===== src/rtl/dcow_pkg.sv =====
package dcow_pkg;

   // Window control bundle shared between the window controller and
   // the per-channel trackers.
   typedef struct packed {
      logic open;    // a window is being accumulated
      logic start;   // window (re)starts at this edge
      logic close;   // window closes at this edge (status read)
      logic voided;  // protection event seen inside the current window
      logic aged;    // window holds at least SYNC_STAGES samples
   } win_ctl_t;

   function automatic int unsigned cnt_width(input int unsigned maxval);
      return (maxval < 2) ? 1 : $clog2(maxval + 1);
   endfunction

endpackage


===== src/rtl/dcow_sync_bank.sv =====
module dcow_sync_bank #(
   parameter int unsigned WIDTH  = 4,
   parameter int unsigned STAGES = 2
) (
   input  logic             clk,
   input  logic             rst_n,
   input  logic [WIDTH-1:0] d_async,
   output logic [WIDTH-1:0] q_sync
);

   if (STAGES < 2) begin : g_bad_stages
      $error("dcow_sync_bank: STAGES must be at least 2");
   end
   if (WIDTH < 1) begin : g_bad_width
      $error("dcow_sync_bank: WIDTH must be at least 1");
   end

   logic [WIDTH-1:0] stage_q [STAGES];

   for (genvar s = 0; s < STAGES; s++) begin : g_stage
      if (s == 0) begin : g_first
         always_ff @(posedge clk or negedge rst_n) begin
            if (!rst_n) stage_q[s] <= '0;
            else        stage_q[s] <= d_async;
         end
      end else begin : g_next
         always_ff @(posedge clk or negedge rst_n) begin
            if (!rst_n) stage_q[s] <= '0;
            else        stage_q[s] <= stage_q[s-1];
         end
      end
   end

   assign q_sync = stage_q[STAGES-1];

endmodule


===== src/rtl/dcow_window_ctrl.sv =====
module dcow_window_ctrl
   import dcow_pkg::*;
#(
   parameter int unsigned NUM_CH      = 4,
   parameter int unsigned SYNC_STAGES = 2
) (
   input  logic              clk,
   input  logic              rst_n,
   input  logic              ofs_en,
   input  logic              status_rd,
   input  logic [NUM_CH-1:0] scp_sync,
   output win_ctl_t          ctl
);

   localparam int unsigned AGE_W = cnt_width(SYNC_STAGES);
   localparam logic [AGE_W-1:0] AGE_MAX = AGE_W'(SYNC_STAGES);

   if (NUM_CH < 1) begin : g_bad_ch
      $error("dcow_window_ctrl: NUM_CH must be at least 1");
   end

   logic             en_q;
   logic [AGE_W-1:0] age_q;
   logic             void_q;
   logic             start;
   logic             any_scp;

   assign any_scp = |scp_sync;
   assign start   = ofs_en & (~en_q | status_rd);

   always_ff @(posedge clk or negedge rst_n) begin
      if (!rst_n) begin
         en_q   <= 1'b0;
         age_q  <= '0;
         void_q <= 1'b0;
      end else begin
         en_q <= ofs_en;
         if (start) begin
            age_q  <= '0;
            void_q <= 1'b0;
         end else if (en_q) begin
            if (age_q != AGE_MAX) age_q <= age_q + 1'b1;
            if (any_scp)          void_q <= 1'b1;
         end
      end
   end

   assign ctl.open   = en_q;
   assign ctl.start  = start;
   assign ctl.close  = status_rd;
   assign ctl.voided = void_q;
   assign ctl.aged   = (age_q == AGE_MAX);

   // a restart clears the age and the void mark
   p_restart_clears_r6: assert property (@(posedge clk) disable iff (!rst_n)
      start |=> (age_q == '0) && !void_q);

   // a protection sample inside an open window marks it void
   p_scp_voids_r5: assert property (@(posedge clk) disable iff (!rst_n)
      (en_q && !start && any_scp) |=> void_q);

   // age never exceeds its saturation value
   p_age_bound_r7: assert property (@(posedge clk) disable iff (!rst_n)
      age_q <= AGE_MAX);

endmodule


===== src/rtl/dcow_chan_track.sv =====
module dcow_chan_track
   import dcow_pkg::*;
(
   input  logic     clk,
   input  logic     rst_n,
   input  win_ctl_t ctl,
   input  logic     cmp_sync,
   output logic     flag
);

   logic ever_low_q;
   logic flag_q;

   always_ff @(posedge clk or negedge rst_n) begin
      if (!rst_n) begin
         ever_low_q <= 1'b0;
      end else if (ctl.start) begin
         ever_low_q <= 1'b0;
      end else if (ctl.open && !cmp_sync) begin
         ever_low_q <= 1'b1;
      end
   end

   always_ff @(posedge clk or negedge rst_n) begin
      if (!rst_n) begin
         flag_q <= 1'b0;
      end else if (ctl.close) begin
         flag_q <= ctl.open & ctl.aged & ~ctl.voided & ~ever_low_q;
      end
   end

   assign flag = flag_q;

   // a low sample seen in the window forbids the flag at the read
   p_low_blocks_flag_r4: assert property (@(posedge clk) disable iff (!rst_n)
      (ctl.close && ever_low_q) |=> !flag_q);

   // result only moves at a read
   p_hold_between_reads_r6: assert property (@(posedge clk) disable iff (!rst_n)
      !ctl.close |=> $stable(flag_q));

endmodule


===== src/rtl/dc_offset_window_mon.sv =====
module dc_offset_window_mon
   import dcow_pkg::*;
#(
   parameter int unsigned NUM_CH      = 4,
   parameter int unsigned SYNC_STAGES = 2
) (
   input  logic              clk,
   input  logic              rst_n,
   input  logic              ofs_en,
   input  logic              status_rd,
   input  logic [NUM_CH-1:0] ofs_cmp,
   input  logic [NUM_CH-1:0] scp_act,
   output logic [NUM_CH-1:0] ofs_flag,
   output logic              ofs_active
);

   win_ctl_t          ctl;
   logic [NUM_CH-1:0] cmp_sync;
   logic [NUM_CH-1:0] scp_sync;

   dcow_sync_bank #(.WIDTH(NUM_CH), .STAGES(SYNC_STAGES)) u_cmp_sync (
      .clk     (clk),
      .rst_n   (rst_n),
      .d_async (ofs_cmp),
      .q_sync  (cmp_sync)
   );

   dcow_sync_bank #(.WIDTH(NUM_CH), .STAGES(SYNC_STAGES)) u_scp_sync (
      .clk     (clk),
      .rst_n   (rst_n),
      .d_async (scp_act),
      .q_sync  (scp_sync)
   );

   dcow_window_ctrl #(.NUM_CH(NUM_CH), .SYNC_STAGES(SYNC_STAGES)) u_ctrl (
      .clk       (clk),
      .rst_n     (rst_n),
      .ofs_en    (ofs_en),
      .status_rd (status_rd),
      .scp_sync  (scp_sync),
      .ctl       (ctl)
   );

   for (genvar c = 0; c < NUM_CH; c++) begin : g_chan
      dcow_chan_track u_track (
         .clk      (clk),
         .rst_n    (rst_n),
         .ctl      (ctl),
         .cmp_sync (cmp_sync[c]),
         .flag     (ofs_flag[c])
      );
   end

   assign ofs_active = ctl.open;

   // a read with the test disabled returns nothing
   p_idle_read_clear_r8: assert property (@(posedge clk) disable iff (!rst_n)
      (status_rd && !ofs_active) |=> (ofs_flag == '0));

   // a voided window returns nothing
   p_void_read_clear_r5: assert property (@(posedge clk) disable iff (!rst_n)
      (status_rd && ctl.voided) |=> (ofs_flag == '0));

   // a too-short window returns nothing
   p_short_read_clear_r7: assert property (@(posedge clk) disable iff (!rst_n)
      (status_rd && !ctl.aged) |=> (ofs_flag == '0));

   // active follows the enable by one edge
   p_active_follow_r2: assert property (@(posedge clk) disable iff (!rst_n)
      $rose(ofs_en) |=> ofs_active);

endmodule


===== config.mk =====
export PLATFORM = sky130hd
export DESIGN_NAME = dc_offset_window_mon
export DESIGN_NICKNAME = d
export VERILOG_FILES = /design/src/rtl/dcow_pkg.sv /design/src/rtl/dcow_sync_bank.sv /design/src/rtl/dcow_window_ctrl.sv /design/src/rtl/dcow_chan_track.sv /design/src/rtl/dc_offset_window_mon.sv
export SDC_FILE = /design/constraint.sdc
export NUM_CORES = 1
export LEC_CHECK = 0
export ABC_AREA = 1
export BUFFER_PORTS_ARGS = -buffer_cell sky130_fd_sc_hd__buf_2
export CORE_MARGIN = 1.5
export CORE_UTILIZATION = 50
export DETAILED_ROUTE_END_ITERATION = 10
export PLACE_DENSITY = 0.81
export SETUP_SLACK_MARGIN = 0.1
export SLEW_MARGIN = 40
export SYNTH_ARGS = -nofsm -noshare
export SYNTH_HDL_FRONTEND = slang
export SYNTH_HIERARCHICAL = 1
export SYNTH_SLANG_ARGS = --single-unit

===== constraint.sdc =====
create_clock -name clk -period 1.4 [get_ports clk]
set_input_delay 0.14 -clock clk [delete_from_list [all_inputs] [get_ports clk]]
set_output_delay 0.14 -clock clk [all_outputs]
set_load 0.03 [all_outputs]

==> out/summary.log <==
qor: placed_design.dpl.hpwl 999 µm
qor: synth.syn_inst 107
qor: cells_and_area.num-fill-cells 168
qor: synth.syn-cell-area 0.00109 mm²
qor: synth.synth_warnings 6
qor: setup_path.worst_setup_path_startpoint u_ctrl/en_q
qor: sta.finalCritPeriodShare 83.5%
qor: sta.post_route_setup_tns 0 ns
qor: routing.drt_first_iter_violations 2
qor: setup_path.worst_path_dominant_cell_family flip-flops
qor: global_routing.wire_length_of_the_first_global_routing_pass 2.63 mm
qor: placed_design.place_congestion 0.871
qor: floorplan.placementRows 16
qor: routing.post_drt_via_cell_ratio 4.38
qor: sta.final_setup_fails 0
qor: sta.slew-limit-headroom 60.8%
qor: power_and_ir_drop.power_per_cell_area 1170 mW/mm²
qor: floorplan.start_util 54.5%
qor: routing.met2WireLength 757 µm
qor: setup_path.critPathLaunchType register
qor: routing.wirelength_routed 1.45 mm
qor: sta.final_max_slew_viol_count 0
qor: cells_and_area.antenna_cells 0
qor: routing.top_layer met3
qor: placed_design.portBuffers 16
qor: synth.ff_latch_count_synth 28
qor: min_path.hp-start status_rd
qor: floorplan.vertical_extent_of_the_die 49.7 µm
qor: setup_path.required 1.26 ns
qor: routing.drt-met1-wl 639 µm
qor: global_routing.globalRoute.totalOverflow 0
qor: min_path.hold_path_class input port to register
qor: setup_path.critical-path-slowest-cell dfrtp_2
qor: routing.wl_met3 52 µm
qor: run.cap_viol_max_count 0
qor: power_and_ir_drop.vdd_ir_drop_max 0.000726 V
qor: sta.report.final.hold_viol_count 0
qor: sta.worst_tran_pin_value 0.588 ns
qor: sta.final.setup_skew 0.00380 ns
qor: routing.remaining_drc_errors 0
qor: setup_path.worst-r2r-setup-slack 0.33 ns
qor: global_routing.grt_max_degree 29
qor: clock_network.clock_insertion_delay_worst_skew 0.30 ns
qor: clock_network.cts_htree_levels 1
qor: synth.synthDistinctLibCells 13
qor: clock_network.cts-buffers-inserted 3
qor: clock_network.clk_path_buf_depth 2
qor: power_and_ir_drop.cellLeakagePower 0.692 nW
qor: setup_path.crit_buf_inv 1
qor: routing.vias 662
qor: floorplan.core_area 0.00200 mm²
qor: cells_and_area.num-nets-final 139
qor: routing.routedWlPerCell 9.60 µm
qor: cells_and_area.drive_above_1_share 23.4%
qor: floorplan.io_pins 17
qor: synth.synth_fp_nets 120
qor: setup_path.setup.worst_path.end_class output pin
qor: sta.final_critical_path_time_including_i_o_delays_and_setup 1.17 ns
qor: clock_network.postCtsSetupRepairBufs 0
qor: setup_path.setup.worst_path.class register to output pin
qor: setup_path.worstPathCellList buf_2
qor: global_routing.globalRouteTotalUtil 13.9%
qor: routing.drt_pass1_iterations 4
qor: synth.synthesis.area_per_instance 10.2 µm²
qor: sta.grt_setup_unrepaired false
qor: clock_network.tritoncts_clock_tree done
qor: cells_and_area.utilization_after_layout 61.9%
qor: sta.timing.fmax 0.856 GHz
qor: clock_network.clockRootBuffer clkbuf_4
qor: clock_network.clkSinkCount 28
qor: global_routing.first_global_vias 654
qor: clock_network.worst_setup_hold_path_clk_slew 0.13 ns
qor: global_routing.antenna_found_initial 0
qor: floorplan.dieArea 0.00247 mm²
qor: setup_path.worst_r2r_startpoint u_ctrl/age_q[0]
qor: setup_path.arrival 1.03 ns
qor: synth.ys_seq_area_share 64.2%
qor: routing.postRouteAntennaNets 0
qor: floorplan.floorplan.die.width 49.7 µm
qor: cells_and_area.area_growth_syn_to_layout 13.5%
qor: setup_path.cp_max_fo 11
qor: setup_path.slowest_delay 0.49 ns
qor: run_status.run_status complete, no violations
stage by stage:
step / power [W] / hold slack, ns / cell area [µm²] / std cells / setup slack [ns]
2_1_floorplan: 0.00110 / -0.156 / 1090 / 107 / 0.454
3_3_place_gp: 0.00113 / 0.167 / 1110 / 138 / 0.394
3_5_place_dp: 0.00115 / 0.175 / 1110 / 138 / 0.346
4_1_cts: 0.00147 / 0.137 / 1240 / 151 / 0.120
5_1_grt: 0.00155 / 0.151 / 1240 / 151 / 0.165
6_report: 0.00145 / 0.148 / 1240 / 151 / 0.232
final timing paths:
path	cells after the start	end
worst min register to register	0	u_cmp_sync/q_sync[2]
worst max-delay path	1	ofs_active
max in group asynchronous	2	u_ctrl/en_q
worst max register to register	6	g_chan[2].u_track/flag
worst min-delay path	4	g_chan[3].u_track/flag
min in group asynchronous	2	g_chan[0].u_track/flag
cells in the mapped netlist:
master	instances	area, µm²
nor2_1	3	11.3
dfrtp_1	28	701
nor2_2	5	31.3
nand2_1	21	78.8
nand3_1	7	35.0
buf_4	12	90.1
a21oi_2	1	8.76
inv_1	21	78.8
a21oi_1	4	20.0
ha_1	1	12.5
nand3b_1	1	7.51
nand2_2	2	12.5
inv_2	1	3.75
power breakdown:
| group | switching (W) | total, W | internal (W) | leakage, nW |
|---|---|---|---|---|
| Clock | 0.000197 | 0.000298 | 0.000100 | 0.0138 |
| Sequential | 0.0000322 | 0.000909 | 0.000877 | 0.340 |
| Combinational | 0.000143 | 0.000244 | 0.000102 | 0.338 |
| Total | 0.000372 | 0.00145 | 0.00108 | 0.692 |
cell type report:
cell class	instances	area (µm²)	area share, %
tap	27	33.8	2.73
multi-input combinational	45	218	17.6
clock buffer	3	22.5	1.82
inverter	22	82.6	6.67
sequential	28	702	56.7
timing repair buffer	26	180	14.5
worst reg2reg max path, stage by stage (launching register included):
cell and delay (ns):
dfrtp_1 0.40, inv_1 0.08, ha_1 0.26, nand2_1 0.09
inv_1 0.06, nand3_1 0.07, nand2_1 0.07
state kept, by name (all words and copies together), names as in the netlist:
signal	flops
u_scp_sync/stage_q	4
u_cmp_sync/stage_q	4
g_chan.u_track/flag	4
g_chan.u_track/ever_low_q	4
u_ctrl/en_q	1
u_scp_sync/q_sync	4
u_ctrl/age_q	2
u_ctrl/void_q	1
u_cmp_sync/q_sync	4
layout by cell type, fill, tap and decap left out, types with 2 or more instances in the layout:
cell type and n:
a21oi_1 4, buf_2 16, clkbuf_4 3, dfrtp_1 27, dlygate4sd3_1 10, inv_1 21, nand2_1 21, nand2_2 2
nand3_1 7, nor2_1 3, nor2_2 5
routing by layer:
layer  global-route usage, %  vias up
met4                    4.17        0
li1                        -      338
met1                    15.6      307
met2                    26.0       17
met5                       0        -
met3                    3.03        0
cell families after synthesis:
logic type,share of synthesized area [%]
and+or+nand+nor,16.2
buffers and inverters,15.8
DFF,64.2
AOI/OAI and AO/OA,2.64
adders and majority gates,1.15
what timing repair did:
item                                    4_1_cts  5_1_grt
hold endpoints to repair                     37        0
hold buffers                                 10        0
gates resized for setup                       0        1
endpoints found under the setup margin        0        1
No activity file was read; power rests on OpenSTA's default activity.
